==> src/rtl/gpio_bank_pkg.sv <==
package gpio_bank_pkg;
   typedef enum logic [1:0] {
      KIND_PIN = 2'd0,
      KIND_OUT = 2'd1,
      KIND_POL = 2'd2,
      KIND_DIR = 2'd3
   } reg_kind_e;
endpackage

==> src/rtl/gpio_sync.sv <==
module gpio_sync #(
   parameter int W      = 8,
   parameter int STAGES = 2
) (
   input  logic         clk,
   input  logic         rst_n,
   input  logic [W-1:0] async_in,
   output logic [W-1:0] sync_out
);
   if (STAGES < 2) begin : g_bad_stages
      $error("gpio_sync: STAGES must be at least 2");
   end

   logic [W-1:0] stage_q [STAGES];

   always_ff @(posedge clk) begin
      if (!rst_n) begin
         for (int i = 0; i < STAGES; i++) stage_q[i] <= '0;
      end else begin
         stage_q[0] <= async_in;
         for (int i = 1; i < STAGES; i++) stage_q[i] <= stage_q[i-1];
      end
   end

   assign sync_out = stage_q[STAGES-1];
endmodule

==> src/rtl/gpio_port_regs.sv <==
module gpio_port_regs #(
   parameter int W = 8
) (
   input  logic         clk,
   input  logic         rst_n,
   input  logic [W-1:0] wdata,
   input  logic         we_out,
   input  logic         we_pol,
   input  logic         we_dir,
   input  logic         commit,
   output logic [W-1:0] out_q,
   output logic [W-1:0] pol_q,
   output logic [W-1:0] dir_q,
   output logic [W-1:0] drv_level,
   output logic [W-1:0] drv_oe
);
   logic [W-1:0] drv_out_q;
   logic [W-1:0] drv_dir_q;

   always_ff @(posedge clk) begin
      if (!rst_n) begin
         out_q     <= '1;
         pol_q     <= '0;
         dir_q     <= '1;
         drv_out_q <= '1;
         drv_dir_q <= '1;
      end else begin
         if (commit) begin
            drv_out_q <= out_q;
            drv_dir_q <= dir_q;
         end
         if (we_out) out_q <= wdata;
         if (we_pol) pol_q <= wdata;
         if (we_dir) dir_q <= wdata;
      end
   end

   assign drv_oe    = ~drv_dir_q;
   assign drv_level = drv_out_q & ~drv_dir_q;


   out_write_chk: assert property (@(posedge clk) disable iff (!rst_n)
      we_out |=> out_q == $past(wdata));

   dir_write_chk: assert property (@(posedge clk) disable iff (!rst_n)
      we_dir |=> dir_q == $past(wdata));

   oe_commit_chk: assert property (@(posedge clk) disable iff (!rst_n)
      commit |=> drv_oe == ~$past(dir_q));

   drive_hold_chk: assert property (@(posedge clk) disable iff (!rst_n)
      !commit |=> ($stable(drv_level) && $stable(drv_oe)));
endmodule

==> src/rtl/gpio_read_mux.sv <==
module gpio_read_mux
   import gpio_bank_pkg::*;
#(
   parameter int W      = 8,
   parameter int NPORTS = 2,
   parameter int PSEL_W = 1
) (
   input  logic [PSEL_W+1:0]          idx,
   input  logic [NPORTS-1:0][W-1:0]   pin_view,
   input  logic [NPORTS-1:0][W-1:0]   out_bytes,
   input  logic [NPORTS-1:0][W-1:0]   pol_bytes,
   input  logic [NPORTS-1:0][W-1:0]   dir_bytes,
   output logic [W-1:0]               rdata
);
   reg_kind_e         kind;
   logic [PSEL_W-1:0] psel;

   assign kind = reg_kind_e'(idx[PSEL_W+1:PSEL_W]);
   assign psel = idx[PSEL_W-1:0];

   always_comb begin
      unique case (kind)
         KIND_PIN: rdata = pin_view[psel] ^ pol_bytes[psel];
         KIND_OUT: rdata = out_bytes[psel];
         KIND_POL: rdata = pol_bytes[psel];
         KIND_DIR: rdata = dir_bytes[psel];
         default:  rdata = '0;
      endcase
   end
endmodule

==> src/rtl/gpio_bank.sv <==
module gpio_bank
   import gpio_bank_pkg::*;
#(
   parameter int NPORTS      = 2,
   parameter int PORT_W      = 8,
   parameter int SYNC_STAGES = 2
) (
   input  logic                       clk,
   input  logic                       rst_n,
   input  logic [NPORTS*PORT_W-1:0]   pin_in,
   output logic [NPORTS*PORT_W-1:0]   pin_out,
   output logic [NPORTS*PORT_W-1:0]   pin_oe,
   input  logic [$clog2(NPORTS)+1:0]  reg_idx,
   input  logic                       reg_we,
   input  logic [PORT_W-1:0]          reg_wdata,
   output logic [PORT_W-1:0]          reg_rdata,
   input  logic                       commit
);
   localparam int PINS   = NPORTS * PORT_W;
   localparam int PSEL_W = $clog2(NPORTS);

   if (NPORTS < 2 || (NPORTS & (NPORTS - 1)) != 0) begin : g_bad_ports
      $error("gpio_bank: NPORTS must be a power of two, at least 2");
   end
   if (PORT_W < 1) begin : g_bad_width
      $error("gpio_bank: PORT_W must be positive");
   end

   reg_kind_e                      wr_kind;
   logic [PSEL_W-1:0]              wr_port;
   logic [PINS-1:0]                pin_sync;
   logic [NPORTS-1:0][PORT_W-1:0]  pin_view, out_b, pol_b, dir_b, lvl_b, oe_b;

   assign wr_kind  = reg_kind_e'(reg_idx[PSEL_W+1:PSEL_W]);
   assign wr_port  = reg_idx[PSEL_W-1:0];
   assign pin_view = pin_sync;

   gpio_sync #(.W(PINS), .STAGES(SYNC_STAGES)) u_sync (
      .clk      (clk),
      .rst_n    (rst_n),
      .async_in (pin_in),
      .sync_out (pin_sync)
   );

   for (genvar p = 0; p < NPORTS; p++) begin : g_port
      logic hit;
      assign hit = reg_we && (wr_port == PSEL_W'(p));

      gpio_port_regs #(.W(PORT_W)) u_regs (
         .clk       (clk),
         .rst_n     (rst_n),
         .wdata     (reg_wdata),
         .we_out    (hit && wr_kind == KIND_OUT),
         .we_pol    (hit && wr_kind == KIND_POL),
         .we_dir    (hit && wr_kind == KIND_DIR),
         .commit    (commit),
         .out_q     (out_b[p]),
         .pol_q     (pol_b[p]),
         .dir_q     (dir_b[p]),
         .drv_level (lvl_b[p]),
         .drv_oe    (oe_b[p])
      );
   end

   assign pin_out = lvl_b;
   assign pin_oe  = oe_b;

   gpio_read_mux #(.W(PORT_W), .NPORTS(NPORTS), .PSEL_W(PSEL_W)) u_rmux (
      .idx       (reg_idx),
      .pin_view  (pin_view),
      .out_bytes (out_b),
      .pol_bytes (pol_b),
      .dir_bytes (dir_b),
      .rdata     (reg_rdata)
   );


   pin_view_write_ignored_chk: assert property (@(posedge clk) disable iff (!rst_n)
      (reg_we && wr_kind == KIND_PIN) |=> ($stable(out_b) && $stable(pol_b) && $stable(dir_b)));

   input_pin_quiet_chk: assert property (@(posedge clk) disable iff (!rst_n)
      (pin_out & ~pin_oe) == '0);
endmodule

==> config.mk <==
export PLATFORM = sky130hd
export DESIGN_NAME = gpio_bank
export DESIGN_NICKNAME = d
export VERILOG_FILES = /design/src/rtl/gpio_bank_pkg.sv /design/src/rtl/gpio_sync.sv /design/src/rtl/gpio_port_regs.sv /design/src/rtl/gpio_read_mux.sv /design/src/rtl/gpio_bank.sv
export SDC_FILE = /design/constraint.sdc
export NUM_CORES = 1
export LEC_CHECK = 0
export BUFFER_PORTS_ARGS = -buffer_cell sky130_fd_sc_hd__buf_2
export CELL_PAD_IN_SITES_DETAIL_PLACEMENT = 1
export CELL_PAD_IN_SITES_GLOBAL_PLACEMENT = 1
export CORE_UTILIZATION = 43
export CTS_BUF_LIST = sky130_fd_sc_hd__clkbuf_16
export CTS_CLUSTER_DIAMETER = 120
export DETAILED_ROUTE_END_ITERATION = 10
export PLACE_DENSITY = 0.85
export SYNTH_ARGS = -nofsm -noshare
export SYNTH_HDL_FRONTEND = slang
export SYNTH_SLANG_ARGS = --single-unit
==> constraint.sdc <==
create_clock -name clk -period 1.5 [get_ports clk]
set_clock_uncertainty 0.2 [all_clocks]
set_input_delay 0.3 -clock clk [delete_from_list [all_inputs] [get_ports clk]]
set_output_delay 0.3 -clock clk [all_outputs]
set_load 0.01 [all_outputs]
==> impl_metrics.yaml, run 1 <==
worst_setup_path:
  crit_path_cell_trace: "and2b_1 -> xnor2_2 -> a221oi_2 -> buf_2"
  crit_required_ns: 1.00
  critPathCapture: "reg_rdata[2]"
  endpoint_kind: "output port"
  rr_worst_depth: 3
  rrSetupSlack_ns: 0.44
  start_kind: "flip-flop"
  r2r_end: "g_port[0].u_regs.out_q[5]"
  rr_startpoint: "g_port[0].u_regs.out_q[5]"
  path_class: "flip-flop to output port"
  cp_max_fo: 1
  crit_path_max_incr_delay_ns: 0.32
  crit_slowest_cell: "dfxtp_1"
  critical_path_arrival_ns: 1.52
  startpoint: "u_sync.stage_q[0][18]"
pwr:
  netSwitchingPower_mw: 1.65
  internal_power_mw: 4.60
  pwr-share-clk_pct: 36.5
  power.total_mw: 6.25
  power.share.switching_pct: 26.4
  combPwrFrac_pct: 13.2
  seq_power_share_pct: 50.3
  p_per_area_nw_per_um2: 1020
  vdd.ir_drop.worst_uv: 536
  leakagePower_nw: 2.72
clock_tree:
  insertion_delay_ns: 0.36
  numCtsBuffers: 9
  cts-root-buf: "clkbuf_16"
  ctsLongestPathBuffers: 2
  cts_sinks: 112
  cts_tree: "done"
  clk_pin_slew_ns: 0.08
  htreeDepth: 3
logic_synthesis:
  synth_cell_types: 31
  synth_compound_area_share_pct: 6.63
  synth_xor_area_share_pct: 3.09
  ys_top_cells_by_area: "dfxtp_1, nand2_1, mux2i_1"
  synth_ff_type: "dfxtp_1"
  yosys.area.top_type: "dfxtp_1"
  synth_top_area_share_pct: 49.5
  muxShareOfSynthArea_pct: 11.1
  synth_area_sq_um: 4530
  synth_top_family_by_area: "simple AND/OR/NAND/NOR gates"
  seq_area_frac_synth_pct: 49.5
  yosysWarnings: 0
  syn_nets: 509
  synth_edf_count: 0
  synthArstFlopShare_pct: 0
  syn_inst: 478
  synthAdderAreaFrac_pct: 0
  ys_seq_elements: 112
  syn_area_per_cell_sq_um: 9.47
  synthSimpleGateAreaFrac_pct: 24.5
final_layout:
  area.growth.synth_to_final_pct: 35.3
  fin_area_sq_um: 6120
  finalNonFillerCells: 739
  antennaDiodeCount: 0
  drive_above_1_share_pct: 34.2
  fin_util_pct: 59.6
  finalNetCount: 629
timing:
  max_freq_ghz: 0.495
  timing_hold_violations_final: 0
  whs_ns: 0.0896
  tightest_slew_ns: 0.574
  setup-tns-final_ns: -3.59
  min_period_ns: 2.02
  report.final.setup_viol: 8
  period_share_pct: 135
  maxSlewHeadroom_pct: 61.5
  setup_slack_ns: -0.519
  maxSlewViolCount: 0
  rsz0062_at_grt: "true"
place:
  gp_congestion: 0.908
  place_ws_ns: -0.487
  placed_area_sq_um: 5430
  hpwl_um: 9080
  place_inst: 705
  port_buffers: 70
worst_hold_path:
  hp-class: "input pin to flip-flop"
grt:
  grt_first_pass_wirelength_um: 23900
  antenna_found_initial: 0
  grt_util_all_layers_pct: 29.0
  grt_max_degree: 49
  grt_pass1_vias: 4352
  grt.overflow.total: 0
routing:
  via_count: 3964
  vias_per_cell: 5.36
  wl_per_cell_um: 21.0
  drt_wl_total_um: 15500
  drt-initial-drc-count: 223
  dr.pass1.iters: 4
  post-route-drc-count: 0
  final_antenna_net_count: 0
floorplan:
  num_rows: 37
  die_x_um: 105
  ios: 71
  coreArea_sq_um: 10300
  die_h_um: 105
  dieArea_sq_um: 10900
  initial_core_util_pct: 44.1
run_status:
  outcome: "complete, but fails checks"
  violations: "setup timing"
flow_run:
  cap_viol_max_count: 0
==> flip-flops by register name, summed over array words and instances, names as in the netlist <==
register,flops
g_port.u_regs.pol_q,16
g_port.u_regs.out_q,16
u_sync.stage_q,32
g_port.u_regs.dir_q,16
g_port.u_regs.drv_dir_q,16
g_port.u_regs.drv_out_q,16
==> worst min path at each step <==
stage / slack [ns] / to / startpoint / cells after the start
after global placement: 0.22 / u_sync.stage_q[0][16] / u_sync.stage_q[0][0] / 1
after CTS: 0.08 / g_port[1].u_regs.pol_q[2] / reg_wdata[2] / 3
after detailed placement: 0.22 / u_sync.stage_q[0][31] / u_sync.stage_q[0][15] / 1
after floorplan: 0.21 / u_sync.stage_q[0][16] / u_sync.stage_q[0][0] / 1
after global routing: 0.10 / g_port[1].u_regs.out_q[2] / reg_wdata[2] / 3
final: 0.09 / g_port[1].u_regs.pol_q[2] / reg_wdata[2] / 3
==> Yosys cell counts (2+ instances only) <==
cell type and count:
and2b_1 13, nand3_1 24, and4b_2 2, o211ai_1 16, inv_1 16, mux2i_1 32
buf_6 5, xnor2_1 16, nor2b_1 28, dfxtp_1 112, nand4b_1 3, buf_2 10
and2_1 32, a21boi_0 7, mux2_1 15, nand2_1 105, o22ai_1 8, clkbuf_1 14
a221oi_1 8
==> cell type report <==
type,count,area [sq um]
Clock buffer,9,225
Clock inverter,7,48.8
Fill cell,1150,4150
Inverter,16,60.1
Multi-Input combinational cell,318,2290
Sequential cell,112,2260
Tap cell,136,170
Timing Repair Buffer,141,1070
==> layout by cell type, fill, tap and decap left out, drive strengths merged, types with 13 or more instances in the layout <==
| master | Yosys | final |
|---|---|---|
| and2 | 32 | 32 |
| dfxtp | 112 | 112 |
| mux2 | 16 | 16 |
| nand3 | 24 | 24 |
| nor2b | 28 | 28 |
| and2b | 13 | 13 |
| o211ai | 16 | 16 |
| mux2i | 32 | 32 |
| inv | 16 | 18 |
| buf | 17 | 125 |
| dlygate4sd3 | 0 | 16 |
| xnor2 | 16 | 16 |
| nand2 | 105 | 105 |
==> worst max-delay path: cells and delay by family, from the launching register on <==
kind	cells	cell delay, ns
buffers and inverters	1	0.19
xor gates and xnor gates	1	0.16
DFF	1	0.32
AOI/OAI and AO/OA	1	0.31
and+or+nand+nor	1	0.18
==> metal layers <==
metal | vias up | share of wire (%) | GRT usage, %
met3 | 55 | 5.9 | 6.43
met2 | 159 | 50 | 50.0
met4 | 0 | 5.3 | 18.2
met5 | - | 0 | 0
met1 | 1928 | 39 | 32.4
li1 | 1822 | - | -
==> kinds of logic after synthesis <==
logic type,Yosys count
buffers and inverters,48
AO/OA/AOI/OAI,40
multiplexers,48
XOR/XNOR,16
flip-flops,112
AND/OR/NAND/NOR,214
==> repair_timing <==
action | 4_1_cts | 5_1_grt
hold endpoints to repair | 16 | 0
hold buffers | 16 | 0
buffers inserted | 1 | 2
pin swaps | 16 | 7
resized for setup | 37 | 25
gates cloned | 2 | 0
setup endpoints to repair | 12 | 25
==> power by group through the flow <==
stage,Sequential (mW),Clock [mW],Combinational (mW)
2_1_floorplan,3.18,0,0.398
3_3_place_gp,3.19,0,0.665
3_5_place_dp,3.20,0,0.691
4_1_cts,3.13,2.29,0.789
5_1_grt,3.15,2.40,0.876
6_report,3.14,2.28,0.825
Note: power is estimated with default switching activity, not from simulation.
==> run 2: changes to the inputs <==
BUFFER_PORTS_ARGS = not set   (was -buffer_cell sky130_fd_sc_hd__buf_2)
CORE_UTILIZATION = 48   (was 43)
DONT_BUFFER_PORTS = 1   (was not set)
PLACE_DENSITY = 0.84   (was 0.85)
==> impl_metrics.yaml, run 2 (synthesis results as in run 1) <==
pwr:
  vdd.ir_drop.worst_uv: 654
  leakagePower_nw: 2.45
  netSwitchingPower_mw: 1.59
  internal_power_mw: 4.85
  p_per_area_nw_per_um2: 1090
  power.share.switching_pct: 24.7
  pwr-share-clk_pct: 40.5
  power.total_mw: 6.45
  seq_power_share_pct: 48.7
  combPwrFrac_pct: 10.8
flow_run:
  cap_viol_max_count: 0
worst_setup_path:
  endpoint_kind: "output port"
  path_class: "flip-flop to output port"
  timing.critical_path.buf_inv: 0
  start_kind: "flip-flop"
  crit_path_cell_trace: "and2b_1 -> xnor2_2 -> a221oi_2"
  cpLargestDelayFamily: "compound AO/OA/AOI/OAI gates"
  crit_path_max_incr_delay_ns: 0.38
  cp_max_fo: 1
  crit_required_ns: 1.00
  critical_path_arrival_ns: 1.42
  crit_slowest_cell: "a221oi_2"
clock_tree:
  htreeDepth: 3
  cts_sinks: 112
  ctsLongestPathBuffers: 2
  cts_tree: "done"
  cts-root-buf: "clkbuf_16"
  numCtsBuffers: 9
  clk_pin_slew_ns: 0.07
  insertion_delay_ns: 0.36
final_layout:
  largest_reg_flops: 32
  area.growth.synth_to_final_pct: 30.9
  finalNetCount: 583
  drive_above_1_share_pct: 19.5
  final_common_cell: "nand2_1"
  regMostFlops: "u_sync.stage_q"
  final_cell_mix: "nand2_1, dfxtp_1, dlygate4sd3_1"
  antennaDiodeCount: 0
  fin_area_sq_um: 5930
floorplan:
  die_x_um: 99.1
  dieArea_sq_um: 9830
  die_h_um: 99.1
  num_rows: 35
  ios: 71
  coreArea_sq_um: 9200
  initial_core_util_pct: 49.2
grt:
  grt_first_pass_wirelength_um: 25100
  antenna_found_initial: 0
  grt_pass1_vias: 4287
  grt_max_degree: 62
  grt_util_all_layers_pct: 34.8
  grt.overflow.total: 0
run_status:
  outcome: "complete, but fails checks"
  violations: "hold timing, setup timing"
timing:
  min_period_ns: 1.92
  period_share_pct: 128
  tightest_slew_ns: 1.03
  maxSlewHeadroom_pct: 31.4
  timing_hold_violations_final: 1
  whs_ns: -0.0139
  max_freq_ghz: 0.520
  maxSlewViolCount: 0
  report.final.setup_viol: 9
  setup_slack_ns: -0.423
  rsz0062_at_grt: "true"
routing:
  drt_wl_total_um: 17100
  dr.pass1.iters: 7
  drt-initial-drc-count: 267
  final_antenna_net_count: 0
  vias_per_cell: 5.92
  post-route-drc-count: 0
  wl_per_cell_um: 25.7
  via_count: 3944
worst_hold_path:
  hp-class: "input pin to flip-flop"
place:
  hpwl_um: 7680
  port_buffers: 0
  gp_congestion: 0.845
  placed_area_sq_um: 4850
  place_ws_ns: -0.162
## run 2: changes by cell type in the layout (fill, tap and decap cells not counted), sizes merged
cell / change
buf: -85
dlygate4sd3: +37
bufinv: +2
clkinv: -2
dlymetal6s4s: +2
clkinvlp: -1
inv: -1
## run 2: per-stage QoR
stage	setup TNS (ns)	utilization [%]	std cells
after floorplan	-0.341	-	478
after global placement	-0.597	52.7	593
after detailed placement	-1.24	52.7	593
after CTS	-4.18	66.1	688
after global routing	-3.33	64.4	666
final	-3.08	64.4	666
## run 2: worst reg2reg max path, cell delays in order, from the launching register on
cell	delay, ns
dfxtp_1	0.32
buf_4	0.14
nand2_1	0.08
nand3_1	0.10
dlygate4sd3_1	0.57
## run 2: layer usage
| layer | global-route usage (%) | part of all wire, % | wire length, um |
|---|---|---|---|
| met1 | 40.2 | 40 | 6830 |
| met2 | 59.7 | 49 | 8410 |
| met3 | 9.07 | 5.9 | 1020 |
| met4 | 18.3 | 5.2 | 891 |
| met5 | 0 | 0 | 0 |
## run 2: cell type report
type / instances / area (sq um)
repair buffers: 95 / 910
flip-flops and latches: 112 / 2260
fillers: 945 / 3270
clock buffers: 9 / 225
clock inverters: 5 / 75.1
multi-input cells: 318 / 2260
well taps: 111 / 139
inverters: 16 / 60.1
## run 2: worst paths after layout
kind	startpoint	end	slack, ns	depth (start not counted)
max reg2reg	g_port[0].u_regs.dir_q[4]	g_port[0].u_regs.dir_q[4]	-0.03	4
max	u_sync.stage_q[0][18]	reg_rdata[2]	-0.42	3
min	reg_wdata[3]	g_port[0].u_regs.pol_q[3]	-0.01	2
min reg2reg	u_sync.stage_q[0][4]	u_sync.stage_q[0][20]	0.24	1
## run 2: power by group through the flow
stage | Clock, mW | Sequential [mW] | Combinational, mW
floorplan | 0 | 3.18 | 0.398
global placement | 0 | 3.18 | 0.402
detailed placement | 0 | 3.19 | 0.417
CTS | 2.51 | 3.13 | 0.628
global route | 2.72 | 3.15 | 0.737
finish | 2.61 | 3.14 | 0.698
## run 2: repair_timing
| action | CTS | global route |
|---|---|---|
| endpoints found under the hold margin | 112 | 34 |
| setup buffers | 0 | 2 |
| hold buffers | 82 | 10 |
| setup endpoints to repair | 8 | 63 |
| pin swaps | 10 | 8 |
| resized for setup | 26 | 21 |
==> run 3: changes to the inputs <==
--- a/constraint.sdc
+++ b/constraint.sdc
@@ -4,2 +4,2 @@
 set_output_delay 0.3 -clock clk [all_outputs]
-set_load 0.01 [all_outputs]
+set_load 0.1 [all_outputs]
==> impl_metrics.yaml, run 3 <==
run_status:
  outcome: "aborted with a tool error"
  haltStage: "clock tree synthesis (4_1_cts)"
  error: "[ERROR DPL-0033] detailed placement checks failed during check placement."
logic_synthesis:
  synthArstFlopShare_pct: 0
  syn_area_per_cell_sq_um: 9.47
  syn_nets: 509
  yosys.area.top_type: "dfxtp_1"
  synth.most_common_cell: "dfxtp_1"
  synth_area_sq_um: 4530
  ys_top_cells_by_area: "dfxtp_1, nand2_1, mux2i_1"
  synth_edf_count: 0
  yosysWarnings: 0
  seq_area_frac_synth_pct: 49.5
  ys_seq_elements: 112
  synth_ff_type: "dfxtp_1"
  synth_top_area_share_pct: 49.5
  syn_inst: 478
  synthTopCellsByCount: "dfxtp_1, nand2_1, and2_1, mux2i_1, nor2b_1"
  synth_cell_types: 31
clock_tree:
  numCtsBuffers: 9
  cts_sinks: 112
  holdBufCountCts: 58
  htreeDepth: 3
  ctsLongestPathBuffers: 2
  post_cts_resized: 90
  cts-root-buf: "clkbuf_16"
  post_cts_buffers: 9
floorplan:
  num_rows: 35
  die_x_um: 99.1
  die_h_um: 99.1
  initial_core_util_pct: 49.2
  ios: 71
place:
  hpwl_um: 9490
  port_buffers: 0
  gp_congestion: 0.861
  placed_area_sq_um: 5860
==> run 3: cell counts after synthesis <==
No cell type changed its count.
==> run 3: cells by family after synthesis <==
kind of cell           Yosys count  share of synthesized area (%)
buffers and inverters           48                           5.19
AND/OR/NAND/NOR                214                           24.5
XOR/XNOR                        16                           3.09
AO/OA/AOI/OAI                   40                           6.63
flip-flops                     112                           49.5
multiplexers                    48                           11.1
==> run 3: metrics by stage <==
| step | hold WS [ns] | setup TNS, ns | cells | setup WS [ns] |
|---|---|---|---|---|
| 3_3_place_gp | 0.171 | -2.30 | 638 | -0.288 |
| 2_1_floorplan | 0.212 | -5.16 | 478 | -0.654 |
| 3_5_place_dp | 0.174 | -2.61 | 638 | -0.367 |
==> run 4: changes to the inputs <==
CELL_PAD_IN_SITES_DETAIL_PLACEMENT = not set   (was 1)
CELL_PAD_IN_SITES_GLOBAL_PLACEMENT = not set   (was 1)
CORE_UTILIZATION = 40   (was 48)
CTS_BUF_LIST = not set   (was sky130_fd_sc_hd__clkbuf_16)
CTS_CLUSTER_DIAMETER = not set   (was 120)
PLACE_DENSITY = not set   (was 0.84)
PLACE_DENSITY_LB_ADDON = 0.15   (was not set)
==> impl_metrics.yaml, run 4 (synthesis results as in run 1) <==
floorplan:
  die_x_um: 108
  num_rows: 38
  initial_core_util_pct: 41.4
  dieArea_sq_um: 11700
  coreArea_sq_um: 10900
  ios: 71
  die_h_um: 108
place:
  gp_congestion: 0.783
  hpwl_um: 7170
  placed_area_sq_um: 5840
  port_buffers: 0
  place_inst: 666
  place_ws_ns: -0.333
routing:
  drt-initial-drc-count: 145
  dr.pass1.iters: 4
  via_count: 3725
  wl_met2_um: 6240
  post-route-drc-count: 0
  wl_met1_um: 5660
  wl_met3_um: 696
  wl_per_cell_um: 17.1
  top_layer_used: "met4"
  final_antenna_net_count: 0
  drt_wl_total_um: 12800
  vias_per_cell: 4.98
timing:
  maxSlewHeadroom_pct: 39.1
  timing_hold_violations_final: 18
  max_freq_ghz: 0.487
  rsz0062_at_grt: "true"
  min_period_ns: 2.05
  whs_ns: -0.131
  period_share_pct: 137
  report.final.setup_viol: 22
  setup_slack_ns: -0.553
  maxSlewViolCount: 0
  tightest_slew_ns: 0.913
clock_tree:
  cts_sinks: 112
  cts-root-buf: "clkbuf_16"
  clk_pin_slew_ns: 0.08
  insertion_delay_ns: 0.35
  ctsLongestPathBuffers: 2
  numCtsBuffers: 9
  cts_tree: "done"
  htreeDepth: 3
final_layout:
  drive_above_1_share_pct: 36.7
  fill_cells: 880
  final_cell_mix: "nand2_1, dfxtp_1, dlygate4sd3_1"
  final_common_cell: "nand2_1"
  largest_reg_flops: 32
  seq_area_sq_um: 2300
  antennaDiodeCount: 0
  regMostFlops: "u_sync.stage_q"
  fin_area_sq_um: 7050
  finalNetCount: 634
  area.growth.synth_to_final_pct: 55.7
  multi_input_area_sq_um: 2470
  finalNonFillerCells: 748
worst_setup_path:
  rr_startpoint: "g_port[1].u_regs.dir_q[5]"
  crit_required_ns: 1.00
  rr_worst_depth: 4
  endpoint_kind: "output port"
  r2r_end: "g_port[1].u_regs.dir_q[5]"
  start_kind: "flip-flop"
  critPathCapture: "reg_rdata[2]"
  critical_path_arrival_ns: 1.55
  path_class: "flip-flop to output port"
  startpoint: "u_sync.stage_q[0][18]"
  cp_max_fo: 1
  rrSetupSlack_ns: 0.04
grt:
  grt_first_pass_wirelength_um: 20200
  grt_max_degree: 63
  grt_util_all_layers_pct: 23.1
  antenna_found_initial: 0
  grt_pass1_vias: 3795
  grt.overflow.total: 0
pwr:
  vdd.ir_drop.worst_uv: 558
  leakagePower_nw: 3.00
  p_per_area_nw_per_um2: 990
run_status:
  outcome: "complete, but fails checks"
  violations: "hold timing, setup timing"
flow_run:
  cap_viol_max_count: 0
worst_hold_path:
  hp-class: "input pin to flip-flop"
## run 4: area by class of cell
cell class | instances | share of cell area, %
Multi-Input combinational cell | 318 | 35.0
Sequential cell | 112 | 32.7
Timing Repair Buffer | 146 | 24.8
Clock buffer | 11 | 3.58
Tap cell | 140 | 2.48
Inverter | 16 | 0.852
Clock inverter | 5 | 0.568
## run 4: where the power goes
| part | internal (mW) | switching, mW | leakage (nW) |
|---|---|---|---|
| registers | 3.09 | 0.0600 | 0.897 |
| clock network | 1.23 | 1.11 | 0.146 |
| logic | 0.627 | 0.861 | 1.96 |
## run 4: metrics by stage
step	TNS [ns]	util, %	power, mW
2_1_floorplan	-5.16	-	4.13
3_3_place_gp	-2.57	53.4	4.44
3_5_place_dp	-2.59	53.4	4.45
4_1_cts	-4.70	65.5	6.97
5_1_grt	-5.23	64.5	7.19
6_report	-4.38	64.5	6.98
## run 4: what timing repair did
item	4_1_cts	5_1_grt
cloned	0	0
hold endpoints to repair	112	27
pin swaps	9	12
setup endpoints to repair	39	86
setup buffers	6	2
gates resized for setup	62	44
hold buffers	81	4
## run 4: worst min-delay path by stage
| stage | startpoint | slack, ns | cells after the start | to |
|---|---|---|---|---|
| after floorplan | u_sync.stage_q[0][0] | 0.21 | 1 | u_sync.stage_q[0][16] |
| after global placement | rst_n | 0.17 | 1 | g_port[0].u_regs.out_q[3] |
| after detailed placement | rst_n | 0.17 | 1 | g_port[0].u_regs.drv_out_q[2] |
| after CTS | rst_n | 0.02 | 2 | g_port[0].u_regs.out_q[1] |
| after global routing | commit | -0.11 | 2 | g_port[0].u_regs.drv_out_q[6] |
| final | commit | -0.13 | 1 | g_port[0].u_regs.drv_dir_q[0] |
## run 4: critical path: stages, from the launching register on
cell      delay [ns]
dfxtp_1         0.30
and2b_1         0.17
xnor2_2         0.17
a221oi_4        0.35
buf_12          0.22
## run 4: metal layers
layer  track usage, %  up-vias
met5                0        -
met1             30.5     1775
met2             37.7      101
met3             4.28       15
met4             8.01        0
li1                 -     1834
